--- src/rtl/prio_intc_pkg.sv ---
package prio_intc_pkg;
  typedef enum logic [1:0] {
    EXT_LVL_HI = 2'd0,
    EXT_RISE   = 2'd1,
    EXT_FALL   = 2'd2,
    EXT_LVL_LO = 2'd3
  } ext_mode_e;

  localparam logic [4:0] A_EN_IRQ  = 5'h00;
  localparam logic [4:0] A_EN_FIQ  = 5'h01;
  localparam logic [4:0] A_ST_IRQ  = 5'h02;
  localparam logic [4:0] A_ST_FIQ  = 5'h03;
  localparam logic [4:0] A_NEST    = 5'h04;
  localparam logic [4:0] A_EXTMODE = 5'h05;
  localparam logic [4:0] A_EXTCLR  = 5'h06;
  localparam logic [4:0] A_VEC_IRQ = 5'h07;
  localparam logic [4:0] A_LVL_IRQ = 5'h09;
  localparam logic [4:0] A_EOI_IRQ = 5'h0B;
  localparam logic [4:0] A_PRIO0   = 5'h10;
endpackage

--- src/rtl/prio_intc_ext.sv ---
module prio_intc_ext
  import prio_intc_pkg::*;
#(
  parameter int NEXT = 4
) (
  input  logic              clk,
  input  logic              rst,
  input  logic [NEXT-1:0]   pin_i,
  input  logic [2*NEXT-1:0] mode_i,
  input  logic [NEXT-1:0]   clr_i,
  output logic [NEXT-1:0]   cond_o
);
  logic [NEXT-1:0] prev_q;

  always_ff @(posedge clk) begin
    if (rst) prev_q <= '0;
    else     prev_q <= pin_i;
  end

  for (genvar k = 0; k < NEXT; k++) begin : g_pin
    ext_mode_e m;
    logic      lat_q;
    logic      set_c;

    assign m     = ext_mode_e'(mode_i[2*k +: 2]);
    assign set_c = ((m == EXT_RISE) &&  pin_i[k] && !prev_q[k]) ||
                   ((m == EXT_FALL) && !pin_i[k] &&  prev_q[k]);

    always_ff @(posedge clk) begin
      if (rst)           lat_q <= 1'b0;
      else if (set_c)    lat_q <= 1'b1;   // an edge wins over a clear
      else if (clr_i[k]) lat_q <= 1'b0;
    end

    always_comb begin
      case (m)
        EXT_LVL_HI: cond_o[k] = pin_i[k];
        EXT_LVL_LO: cond_o[k] = !pin_i[k];
        default:    cond_o[k] = lat_q;
      endcase
    end

    // a latched edge is released only by a clear
    a_r10_edge_hold: assert property (@(posedge clk) disable iff (rst)
      (lat_q && !clr_i[k]) |=> lat_q);
  end
endmodule

--- src/rtl/prio_intc_nest.sv ---
module prio_intc_nest #(
  parameter int NSRC = 32,
  parameter int PW   = 3,
  parameter int NEST = 8,
  localparam int IDW = $clog2(NSRC),
  localparam int DW  = $clog2(NEST + 1),
  localparam int SW  = (NEST > 1) ? $clog2(NEST) : 1
) (
  input  logic               clk,
  input  logic               rst,
  input  logic [NSRC-1:0]    status_i,
  input  logic [NSRC*PW-1:0] prio_i,
  input  logic               nest_en_i,
  input  logic               take_i,
  input  logic               done_i,
  output logic               req_o,
  output logic               pend_o,
  output logic [IDW-1:0]     best_id_o,
  output logic [DW-1:0]      depth_o,
  output logic [PW-1:0]      top_prio_o
);
  logic [PW-1:0]  stk_p [NEST];
  logic [DW-1:0]  depth_q;
  logic           best_v;
  logic [PW-1:0]  best_p;
  logic [IDW-1:0] best_id;
  logic [PW-1:0]  top_p;
  logic           push, pop;

  // highest priority wins; strict compare keeps the lowest index on ties
  always_comb begin
    best_v  = 1'b0;
    best_p  = '0;
    best_id = '0;
    for (int i = 0; i < NSRC; i++) begin
      if (status_i[i] && (!best_v || prio_i[i*PW +: PW] > best_p)) begin
        best_v  = 1'b1;
        best_p  = prio_i[i*PW +: PW];
        best_id = IDW'(i);
      end
    end
  end

  assign top_p  = (depth_q == '0) ? '0 : stk_p[SW'(depth_q - 1'b1)];
  assign pend_o = nest_en_i && best_v && (depth_q != DW'(NEST)) &&
                  ((depth_q == '0) || (best_p > top_p));
  assign req_o  = nest_en_i ? pend_o : (status_i != '0);
  assign push   = take_i && pend_o;
  assign pop    = done_i && nest_en_i && (depth_q != '0);

  always_ff @(posedge clk) begin
    if (push) stk_p[depth_q[SW-1:0]] <= best_p;
  end

  always_ff @(posedge clk) begin
    if (rst)            depth_q <= '0;
    else if (!nest_en_i) depth_q <= '0;
    else if (push)      depth_q <= depth_q + 1'b1;
    else if (pop)       depth_q <= depth_q - 1'b1;
  end

  assign best_id_o  = best_id;
  assign depth_o    = depth_q;
  assign top_prio_o = top_p;

  // with nesting off the stack is empty one cycle later
  a_r4_flat_empty: assert property (@(posedge clk) disable iff (rst)
    !nest_en_i |=> (depth_q == '0));
  // each stacked level sits strictly above the one beneath
  a_r7_strict_stack: assert property (@(posedge clk) disable iff (rst)
    (push && depth_q != '0) |=> (top_p > $past(top_p)));
  // depth never exceeds the nesting limit
  a_r7_depth_bound: assert property (@(posedge clk) disable iff (rst)
    depth_q <= DW'(NEST));
endmodule

--- src/rtl/prio_intc.sv ---
module prio_intc
  import prio_intc_pkg::*;
#(
  parameter int NSRC     = 32,
  parameter int PW       = 3,
  parameter int NEST     = 8,
  parameter int NEXT     = 4,
  parameter int EXT_BASE = 16,
  localparam int AW   = 5,
  localparam int DWD  = 32,
  localparam int NGRP = NSRC / 8,
  localparam int IDW  = $clog2(NSRC),
  localparam int DW   = $clog2(NEST + 1)
) (
  input  logic            clk,
  input  logic            rst,
  input  logic [NSRC-1:0] src_i,
  input  logic [NEXT-1:0] ext_i,
  input  logic            reg_we,
  input  logic            reg_re,
  input  logic [AW-1:0]   reg_addr,
  input  logic [DWD-1:0]  reg_wdata,
  output logic [DWD-1:0]  reg_rdata,
  output logic            irq_o,
  output logic            fiq_o
);
  logic [NSRC-1:0]    en_q [2];
  logic [1:0]         nest_q;
  logic [2*NEXT-1:0]  mode_q;
  logic [NSRC*PW-1:0] prio_q;
  logic [NEXT-1:0]    ext_c, clr_c;
  logic [NSRC-1:0]    raw_c;
  logic [NSRC-1:0]    stat [2];
  logic               req_c [2];
  logic               pend_c [2];
  logic [IDW-1:0]     bid [2];
  logic [DW-1:0]      dep [2];
  logic [PW-1:0]      topp [2];
  logic [DWD-1:0]     rd_c;
  logic               irq_q, fiq_q;

  assign clr_c = (reg_we && reg_addr == A_EXTCLR) ? reg_wdata[NEXT-1:0] : '0;

  prio_intc_ext #(.NEXT(NEXT)) u_ext (
    .clk(clk), .rst(rst), .pin_i(ext_i), .mode_i(mode_q),
    .clr_i(clr_c), .cond_o(ext_c)
  );

  always_comb begin
    raw_c = src_i;
    raw_c[EXT_BASE +: NEXT] = ext_c;
  end

  // index 0: normal type, index 1: fast type
  for (genvar t = 0; t < 2; t++) begin : g_type
    assign stat[t] = raw_c & en_q[t];
    prio_intc_nest #(.NSRC(NSRC), .PW(PW), .NEST(NEST)) u_nest (
      .clk(clk), .rst(rst), .status_i(stat[t]), .prio_i(prio_q),
      .nest_en_i(nest_q[t]),
      .take_i(reg_re && reg_addr == A_VEC_IRQ + 5'(t)),
      .done_i(reg_we && reg_addr == A_EOI_IRQ + 5'(t)),
      .req_o(req_c[t]), .pend_o(pend_c[t]), .best_id_o(bid[t]),
      .depth_o(dep[t]), .top_prio_o(topp[t])
    );
  end

  always_ff @(posedge clk) begin
    if (rst) begin
      en_q[0] <= '0;
      en_q[1] <= '0;
      nest_q  <= '0;
      mode_q  <= '0;
      prio_q  <= '0;
    end else if (reg_we) begin
      if (reg_addr == A_EN_IRQ)       en_q[0] <= reg_wdata[NSRC-1:0];
      if (reg_addr == A_EN_IRQ + 5'd1) en_q[1] <= reg_wdata[NSRC-1:0];
      if (reg_addr == A_NEST)         nest_q  <= reg_wdata[1:0];
      if (reg_addr == A_EXTMODE)      mode_q  <= reg_wdata[2*NEXT-1:0];
      for (int g = 0; g < NGRP; g++)
        if (reg_addr == A_PRIO0 + 5'(g))
          for (int i = 0; i < 8; i++)
            prio_q[(8*g+i)*PW +: PW] <= reg_wdata[4*i +: PW];
    end
  end

  always_comb begin
    rd_c = '0;
    case (reg_addr)
      A_EN_IRQ:         rd_c[NSRC-1:0]   = en_q[0];
      A_EN_IRQ + 5'd1:  rd_c[NSRC-1:0]   = en_q[1];
      A_ST_IRQ:         rd_c[NSRC-1:0]   = stat[0];
      A_ST_FIQ:         rd_c[NSRC-1:0]   = stat[1];
      A_NEST:           rd_c[1:0]        = nest_q;
      A_EXTMODE:        rd_c[2*NEXT-1:0] = mode_q;
      A_VEC_IRQ:        if (pend_c[0]) rd_c = 32'h100 | DWD'(bid[0]);
      A_VEC_IRQ + 5'd1: if (pend_c[1]) rd_c = 32'h100 | DWD'(bid[1]);
      A_LVL_IRQ:        rd_c = (DWD'(dep[0]) << 4) | (DWD'(dep[0] != '0) << 3) | DWD'(topp[0]);
      A_LVL_IRQ + 5'd1: rd_c = (DWD'(dep[1]) << 4) | (DWD'(dep[1] != '0) << 3) | DWD'(topp[1]);
      default:          rd_c = '0;
    endcase
    for (int g = 0; g < NGRP; g++)
      if (reg_addr == A_PRIO0 + 5'(g))
        for (int i = 0; i < 8; i++)
          rd_c[4*i +: PW] = prio_q[(8*g+i)*PW +: PW];
  end

  always_ff @(posedge clk) begin
    if (rst) begin
      reg_rdata <= '0;
      irq_q     <= 1'b0;
      fiq_q     <= 1'b0;
    end else begin
      reg_rdata <= reg_re ? rd_c : '0;
      fiq_q     <= req_c[1];
      irq_q     <= req_c[0] && !req_c[1] && (dep[1] == '0);
    end
  end

  assign irq_o = irq_q;
  assign fiq_o = fiq_q;

  // fast work in service keeps the normal line quiet
  a_r3_fiq_first: assert property (@(posedge clk) disable iff (rst)
    (dep[1] != '0) |=> !irq_o);
  // the two lines never assert together
  a_r3_exclusive: assert property (@(posedge clk) disable iff (rst)
    fiq_o |-> !irq_o);
  // flat mode raises the normal line from any enabled source
  a_r2_flat_or: assert property (@(posedge clk) disable iff (rst)
    (!nest_q[0] && stat[0] != '0 && !req_c[1] && dep[1] == '0) |=> irq_o);
endmodule

--- config.mk ---
export PLATFORM = sky130hd
export DESIGN_NAME = prio_intc
export DESIGN_NICKNAME = d
export VERILOG_FILES = /design/src/rtl/prio_intc_pkg.sv /design/src/rtl/prio_intc_ext.sv /design/src/rtl/prio_intc_nest.sv /design/src/rtl/prio_intc.sv
export SDC_FILE = /design/constraint.sdc
export NUM_CORES = 1
export LEC_CHECK = 0
export BUFFER_PORTS_ARGS = -buffer_cell sky130_fd_sc_hd__buf_2
export CAP_MARGIN = 30
export CORE_ASPECT_RATIO = 2
export CORE_MARGIN = 1.5
export CORE_UTILIZATION = 68
export DETAILED_ROUTE_END_ITERATION = 8
export GPL_TIMING_DRIVEN = 0
export PLACE_DENSITY = 0.84
export SLEW_MARGIN = 20
export SYNTH_ARGS = -nofsm -noshare
export SYNTH_HDL_FRONTEND = slang
export SYNTH_SLANG_ARGS = --single-unit
--- constraint.sdc ---
create_clock -name clk -period 114 [get_ports clk]
set_input_delay 22.8 -clock clk [delete_from_list [all_inputs] [get_ports clk]]
set_output_delay 22.8 -clock clk [all_outputs]
set_load 0.01 [all_outputs]
==> metrics.md, run 1 <==
| Metric | Value |
|---|---|
| TritonCTS buffer count | `25` |
| Die height | `252.5 um` |
| CTS resizes | `0` |
| Register area share after synthesis | `a little under a third` |
| Simple-gate share of the synthesized area | `approximately 23%` |
| Max Buffers Root-to-Sink | `3` |
| Hold Buf Count CTS | `0` |
| Syn Inst Count | `2,639` |
| Post-CTS Setup Bufs | `0` |
| Grt ovf | `13` |
| Initial core utilization | `between 60% and 70%` |
| Cell row count | `91` |
| Mean post-synth cell area | `8.018 um^2` |
| Syn Nets | `2,880` |
| Number of synthesized flops with an enable pin | `112` |
| CTS root buf | `clkbuf_16` |
| Netlist cell types | `98` |
| Synth top area share | `~16%` |
| Largest net degree at the start of global routing | `23` |
| DPL Wire Length | `approximately 73,000 um` |
| Adder-Cell Fraction of Synth Area | `about a tenth` |
| Ranking of synthesized cells by area | `edfxtp_1 16%, dfxtp_1 15%, ha_1 9.7%` |
| Async set-reset flop share out of synthesis | `0%` |
| Error | `[ERROR GRT-0116] Global routing finished with congestion. Check the congestion regions in the DRC Viewer.` |
| Most frequently used flop master after synthesis | `dfxtp_1` |
| DIE WIDTH | `127.7 um` |
| Tot GR Track Use | `66.23%` |
| Status | `did not finish` |
| Most area-hungry cell type in the Yosys netlist | `edfxtp_1` |
| Mux cell area share after synthesis | `4.713%` |
| Sink Count | `268` |
| Yosys Warn Count | `0` |
| Global placer's final weighted congestion | `1.158` |
| Stopping stage | `global routing` |
| Clock H-tree levels | `1` |
| Main combinational cell family by area after synthesis | `compound AO/OA/AOI/OAI gates` |
| First-pass GRT wire length | `157,900 um` |
| Post-Synth XOR/XNOR Area | `0.2897%` |
| Compound-cell area share of the yosys netlist | `roughly 27%` |
| PortBufs | `99` |
| Number of global-route vias before repair | `~25,000` |
| Synth Register Bits | `268` |
| Synth Cell Area | `21,160 um^2` |
| I/O pin count | `111` |
cell families after synthesis:
| logic type | Yosys count |
|---|---|
| AND/OR/NAND/NOR | 1033 |
| multiplexers | 80 |
| AO/OA/AOI/OAI | 836 |
| buffers and inverters | 247 |
| XOR/XNOR | 7 |
| flip-flops | 268 |
| adder cells (fa/ha/maj) | 168 |
stage by stage:
step	hold WS (ps)	instances	instance area [um^2]	worst slack (ps)
4_1_cts	503.1	3164	23100	36530
3_5_place_dp	472.3	3119	22230	36260
3_3_place_gp	461.3	3110	22120	35380
2_1_floorplan	444.8	2639	21160	45340
cell usage after synthesis (9+ instances only):
| master | instances |
|---|---|
| nand2_1 | 432 |
| a21oi_1 | 263 |
| nor2_1 | 188 |
| ha_1 | 164 |
| dfxtp_1 | 156 |
| inv_1 | 131 |
| edfxtp_1 | 112 |
| clkbuf_1 | 107 |
| o21ai_0 | 106 |
| nand3_1 | 71 |
| and2_1 | 66 |
| nor2b_1 | 60 |
| nor3_1 | 60 |
| a21o_1 | 39 |
| a221oi_1 | 38 |
| a31oi_1 | 36 |
| mux2i_1 | 34 |
| mux2_2 | 33 |
| nand2b_1 | 32 |
| a22oi_1 | 31 |
| o211ai_1 | 30 |
| and3_1 | 25 |
| a211oi_1 | 24 |
| o21a_1 | 24 |
| or2_2 | 22 |
| o22ai_1 | 20 |
| o31ai_1 | 17 |
| nand4_1 | 15 |
| a211o_1 | 13 |
| a31o_2 | 13 |
| nor4_1 | 13 |
| mux4_2 | 12 |
| o211a_1 | 12 |
| o221ai_1 | 12 |
| a21boi_0 | 11 |
| o311ai_0 | 11 |
| o21bai_1 | 10 |
| a311oi_1 | 9 |
| nand3b_1 | 9 |
metal layers:
layer,track usage [%],overflow
met2,90.05,5
met1,64.10,0
met4,67.00,8
met5,9.380,0
met3,43.80,0
==> run 2: changes to the inputs <==
Settings changed: CORE_ASPECT_RATIO 2 to unset, CORE_UTILIZATION 68 to 40, PLACE_DENSITY 0.84 to unset, PLACE_DENSITY_LB_ADDON set to 0.15.
==> metrics.md, run 2 <==
| Metric | Value |
|---|---|
| Worst Path Required | `114,200 ps` |
| Leakage | `approximately 9.3 nW` |
| Register area share after synthesis | `30.65%` |
| Max Buffers Root-to-Sink | `3` |
| Clock Latency Late Sink | `580 ps` |
| Hold_ws | `between 400 and 500 ps` |
| Worst Path Max Fanout | `10` |
| First-pass GRT wire length | `about 140,000 um` |
| Synth Register Bits | `268` |
| Sink Count | `around 270` |
| Startpoint types | `primary input` |
| Wire per inst | `27.51 um` |
| Cell row count | `84` |
| Final setup viols | `0` |
| Most frequently used flop master after synthesis | `dfxtp_1` |
| Synth Cell Area | `21,160 um^2` |
| Clock H-tree levels | `2` |
| Die height | `233 um` |
| Status | `finished, final reports clean` |
| Post-CTS Setup Bufs | `0` |
| Crit-path max cell delay | `780 ps` |
| R2R Path End | `g_type[1].u_nest.stk_p[6][1]$_DFFE_PP_` |
| Async set-reset flop share out of synthesis | `0%` |
| Final Power | `0.6227 mW` |
| DIE WIDTH | `233 um` |
| # fillers | `5,257` |
| Largest net degree at the start of global routing | `19` |
| Critical Path Sink Type | `flop` |
| Achievable clock frequency | `12.77 MHz` |
| Final net count | `3,033` |
| Worst-path clk slew | `~50 ps` |
| Hold Buf Count CTS | `0` |
| Vias post-DR | `22,630` |
| Layout area overhead | `12.65%` |
| First-pass DRT Iterations | `6` |
| Netlist cell types | `98` |
| Pins Over Slew Limit | `0` |
| Most area-hungry cell type in the Yosys netlist | `edfxtp_1` |
| CTS root buf | `clkbuf_16` |
| Fin util | `45.45%` |
| Final hold viol count | `0` |
| Detailed Route Iter0 Violations | `about 2,700` |
| Commonest non-fill, non-tap cell in the layout | `nand2_1` |
| CP Class | `in2reg` |
| Power per Cell Area | `26.13 nW/um^2` |
| Core box area | `52,450 um^2` |
| Sequential cell area | `6486 um^2` |
| RSZ-0062 raised after global routing | `false` |
| Vias per cell | `approximately 6.5` |
| Drt total wl | `96,490 um` |
| I/O pin count | `111` |
| Final setup margin | `35,690 ps` |
| R2R Setup Slk | `57,530 ps` |
| Routed wl met2 | `roughly 40,000 um` |
| Syn Inst Count | `around 2,600` |
| Hold EP | `prio_q[35]$_SDFFE_PP0P_` |
| Routed met3 length | `around 9700 um` |
| Worst Tran Pin Value | `1125 ps` |
| Die ar. | `54,290 um^2` |
| Leading cell types in the layout, fill and taps excluded | `432 x nand2_1, 263 x a21oi_1, 188 x nor2_1` |
| Hold path cells | `2` |
| Setup TNS | `0 ps` |
| Grt ovf | `0` |
| Peak VDD IR | `18.25 uV` |
| Crit path arrival time | `slightly below 80,000 ps` |
| M1 wire length | `around 40,000 um` |
| Min-delay src | `prio_q[35]$_SDFFE_PP0P_` |
| Initial antenna violation count | `6` |
| Slew headroom | `24.97%` |
| Top Layer Used | `met4` |
| Max reg flops | `96` |
| Initial core utilization | `40.35%` |
| Area of the multi-input gates | `approximately 14,000 um^2` |
| PortBufs | `99` |
| RR Startpoint | `en_q[0][32]$_DFFE_PP_` |
| TritonCTS buffer count | `35` |
| Syn Nets | `2,880` |
| Hold Path Class | `reg2reg` |
| Yosys Warn Count | `0` |
| Ratio of cells with drive above 1 in the final layout | `10.61%` |
| Top reg by flops | `prio_q` |
| Synth top cells by count | `432 x nand2_1, 263 x a21oi_1, 188 x nor2_1` |
| Slowest-stage cell, CP | `o311ai_1` |
| Number of global-route vias before repair | `20,850` |
| Global placer's final weighted congestion | `about 1.0` |
| CTS resizes | `0` |
| Fin crit share | `between 60% and 70%` |
| Dpl ws | `35,810 ps` |
| Most used cell, CP | `a21oi_1` |
| Worst Reg-to-Reg Cells | `249` |
| DPL Wire Length | `roughly 77,000 um` |
| Post-route DRC | `0` |
| Layout Skew | `24.30 ps` |
| Ranking of synthesized cells by area | `edfxtp_1 16%, dfxtp_1 15%, ha_1 9.7%` |
| Synth top area share | `approximately 16%` |
| Mean post-synth cell area | `8.018 um^2` |
| Antenna viol nets, final | `0` |
| Max Cap Violations | `0` |
| Tot GR Track Use | `35.00%` |
| CTS tree | `done` |
| Number of synthesized flops with an enable pin | `112` |
| Most numerous cell in the Yosys netlist | `nand2_1` |
| Crit path time final | `just under 80,000 ps` |
## run 2: cell counts after synthesis
No cell type changed its count.
## run 2: area by class of cell
| cell class | count | share of cell area, % |
|---|---|---|
| multi-input combinational | 2124 | 57.68 |
| sequential | 268 | 27.21 |
| clock buffer | 49 | 4.388 |
| tap | 688 | 3.611 |
| timing repair buffer | 116 | 2.630 |
| inverter | 132 | 2.079 |
| buffer | 115 | 1.900 |
| clock inverter | 13 | 0.4777 |
| antenna | 2 | 0.02100 |
## run 2: worst max path at each step
| stage | from | end |
|---|---|---|
| floorplan | src_i[0] | g_type[1].u_nest.stk_p[4][0]$_DFFE_PP_ |
| detailed placement | src_i[0] | g_type[1].u_nest.stk_p[6][1]$_DFFE_PP_ |
| CTS | src_i[0] | g_type[1].u_nest.stk_p[6][1]$_DFFE_PP_ |
| global route | src_i[0] | g_type[0].u_nest.stk_p[4][0]$_DFFE_PP_ |
| finish | src_i[0] | g_type[0].u_nest.stk_p[4][1]$_DFFE_PP_ |
| global placement | src_i[0] | g_type[1].u_nest.stk_p[6][1]$_DFFE_PP_ |
## run 2: metrics by stage
step	cells	cell area (um^2)
after CTS	3501	23800
after global routing	3505	23830
after detailed placement	3439	22640
final	3507	23840
after global placement	3426	22520
after floorplan	2639	21160
## run 2: critical path, delay by kind of cell
kind / cells / cell delay, ps
AO/OA/AOI/OAI: 121 / 26550
AND/OR/NAND/NOR: 66 / 11490
adder cells (fa/ha/maj): 33 / 9670
multiplexers: 12 / 4520
buffers and inverters: 15 / 3420
## run 2: routing by layer
layer | up-vias | GRT usage [%]
li1 | 10110 | -
met1 | 10890 | 47.18
met4 | 0 | 18.89
met2 | 1349 | 52.99
met5 | - | 0
met3 | 280 | 6.140
## run 2: logic make-up after synthesis
family / Yosys count / share of synthesized area [%]
multiplexers: 80 / 4.713
adder cells (fa/ha/maj): 168 / 9.886
buffers and inverters: 247 / 4.470
AND/OR/NAND/NOR: 1033 / 22.91
AO/OA/AOI/OAI: 836 / 27.08
XOR/XNOR: 7 / 0.2897
flip-flops: 268 / 30.65
## run 2: report_power, final
group | switching, mW | internal (mW) | total (mW)
Clock | 0.0470 | 0.0650 | 0.112
Sequential | 0.00241 | 0.119 | 0.121
Combinational | 0.238 | 0.152 | 0.389
Total | 0.287 | 0.336 | 0.623
No activity file was read; power rests on OpenSTA's default activity.
==> run 3: changes to the inputs <==
Clock period 114 ns to 67.9 ns, I/O delays scaled along.
==> metrics.md, run 3 (synthesized netlist as in run 2, its figures left out) <==
| Metric | Value |
|---|---|
| Slowest-stage cell, CP | `nor4_2` |
| Peak VDD IR | `31.70 uV` |
| Slew headroom | `20.91%` |
| Core box area | `52,450 um^2` |
| Max reg flops | `96` |
| Leading cell types in the layout, fill and taps excluded | `432 x nand2_1, 255 x a21oi_1, 177 x nor2_1` |
| Fin crit share | `around 96%` |
| RR Startpoint | `prio_q[1]$_SDFFE_PP0P_` |
| Leakage | `9.466 nW` |
| Detailed Route Iter0 Violations | `2,740` |
| CTS root buf | `clkbuf_16` |
| Crit path time final | `64,990 ps` |
| Largest net degree at the start of global routing | `19` |
| Min-delay src | `prio_q[35]$_SDFFE_PP0P_` |
| Antenna viol nets, final | `0` |
| Setup TNS | `0 ps` |
| Clock Power Share | `approximately 17%` |
| Net switching power | `between 0.5 and 0.6 mW` |
| Die height | `about 230 um` |
| Combinational Power Share | `64.6%` |
| CTS tree | `done` |
| Most used cell, CP | `ha_1` |
| Tot GR Track Use | `a little over a third` |
| Layout Skew | `30.59 ps` |
| Ratio of cells with drive above 1 in the final layout | `13.59%` |
| TritonCTS buffer count | `35` |
| Startpoint types | `primary input` |
| Final Power | `1.108 mW` |
| Worst Path Max Fanout | `10` |
| PortBufs | `99` |
| Hold EP | `prio_q[35]$_SDFFE_PP0P_` |
| Initial core utilization | `40.35%` |
| Critical Path Sink Type | `flop` |
| CP Class | `in2reg` |
| Hold path cells | `2` |
| Achievable clock frequency | `between 15 and 20 MHz` |
| Vias post-DR | `22,800` |
| Crit path arrival time | `65,240 ps` |
| Die ar. | `around 54,000 um^2` |
| Fin util | `46.65%` |
| Worst Setup SP | `src_i[0]` |
| Hold_ws | `around 480 ps` |
| Flop pwr share | `18.4%` |
| Commonest non-fill, non-tap cell in the layout | `nand2_1` |
| Clock H-tree levels | `2` |
| Post-route DRC | `0` |
| Final setup viols | `0` |
| Hold Buf Count CTS | `0` |
| Clock Latency Late Sink | `between 500 and 600 ps` |
| Max Cap Violations | `0` |
| Initial antenna violation count | `6` |
| Power per Cell Area | `45.30 nW/um^2` |
| Sink Count | `268` |
| Grt ovf | `0` |
| Pins Over Slew Limit | `0` |
| Crit-path max cell delay | `470 ps` |
| Final net count | `3,048` |
| Max Buffers Root-to-Sink | `3` |
| Hold Path Class | `reg2reg` |
| Worst-path clk slew | `around 50 ps` |
| R2R Setup Slk | `between 15,000 and 20,000 ps` |
| Final hold viol count | `0` |
| Drt total wl | `about 97,000 um` |
| DIE WIDTH | `between 200 and 250 um` |
| Final setup margin | `2911 ps` |
| Worst Path Required | `68,150 ps` |
| Internal power | `0.5946 mW` |
| Status | `finished, final reports clean` |
| Number of global-route vias before repair | `between 20,000 and 25,000` |
| I/O pin count | `111` |
| DPL Wire Length | `76,900 um` |
| First-pass DRT Iterations | `6` |
| Dpl ws | `-1068 ps` |
| Wire per inst | `27.61 um` |
| Vias per cell | `6.472` |
| Worst Tran Pin Value | `1170 ps` |
| Worst Reg-to-Reg Cells | `between 200 and 300` |
| Cell row count | `84` |
| Layout area overhead | `15.62%` |
| Switching share of power | `46.35%` |
| Global placer's final weighted congestion | `1.011` |
| Top reg by flops | `prio_q` |
| R2R Path End | `g_type[1].u_nest.stk_p[4][1]$_DFFE_PP_` |
| First-pass GRT wire length | `138,900 um` |
## run 3: changes by cell type in the layout (fill, tap and decap cells not counted), sizes merged
cell    previous run  this run
clkbuf           158       155
diode              2         3
buf              122       140
## run 3: through the flow
step / std cells / instance area [um^2]
after global placement: 3426 / 22520
after global routing: 3520 / 24460
after floorplan: 2639 / 21160
after CTS: 3501 / 23820
final: 3523 / 24470
after detailed placement: 3439 / 22640
## run 3: repair_timing
item,4_1_cts,5_1_grt
pin swaps,0,11
endpoints found under the setup margin,34,112
setup buffers,0,18
gates resized for setup,4,107
## run 3: worst max path at each step
stage	end	slack, ps
6_report	g_type[1].u_nest.stk_p[4][1]$_DFFE_PP_	2910
5_1_grt	g_type[0].u_nest.depth_o[3]$_SDFFE_PP0P_	-290
4_1_cts	g_type[0].u_nest.stk_p[4][1]$_DFFE_PP_	40
3_5_place_dp	g_type[1].u_nest.stk_p[6][1]$_DFFE_PP_	-1070
3_3_place_gp	g_type[1].u_nest.stk_p[6][1]$_DFFE_PP_	-1580
2_1_floorplan	g_type[1].u_nest.stk_p[4][0]$_DFFE_PP_	8460
## run 3: final cells by class
| cell class | instances | area [um^2] |
|---|---|---|
| antenna | 3 | 7.507 |
| clock buffer | 49 | 1046 |
| inverter | 132 | 495.5 |
| buffer | 113 | 449.2 |
| tap | 688 | 860.8 |
| sequential | 268 | 6486 |
| clock inverter | 13 | 113.9 |
| timing repair buffer | 133 | 757.0 |
| fill | 5200 | 27980 |
| multi-input combinational | 2124 | 14250 |
## run 3: power by group through the flow
| stage | combinational, mW | clock (mW) | sequential (mW) |
|---|---|---|---|
| floorplan | 0.464 | 0 | 0.205 |
| global placement | 0.614 | 0 | 0.207 |
| detailed placement | 0.635 | 0 | 0.207 |
| CTS | 0.639 | 0.190 | 0.203 |
| global route | 0.780 | 0.195 | 0.204 |
| finish | 0.716 | 0.189 | 0.203 |
## run 3: routing by layer
layer  routed length (um)  global-route usage (%)
met3                 9591                   6.275
met4                 6011                   18.99
met2                41230                   52.89
met1                40440                   47.15
met5                    0                       0
## run 3: worst max-delay path: cells and delay by family
kind	cells	cell delay, ps
AO/OA/AOI/OAI	121	25980
adder cells (fa/ha/maj)	35	10270
buffers and inverters	16	2170
multiplexers	8	2850
AND/OR/NAND/NOR	73	10310
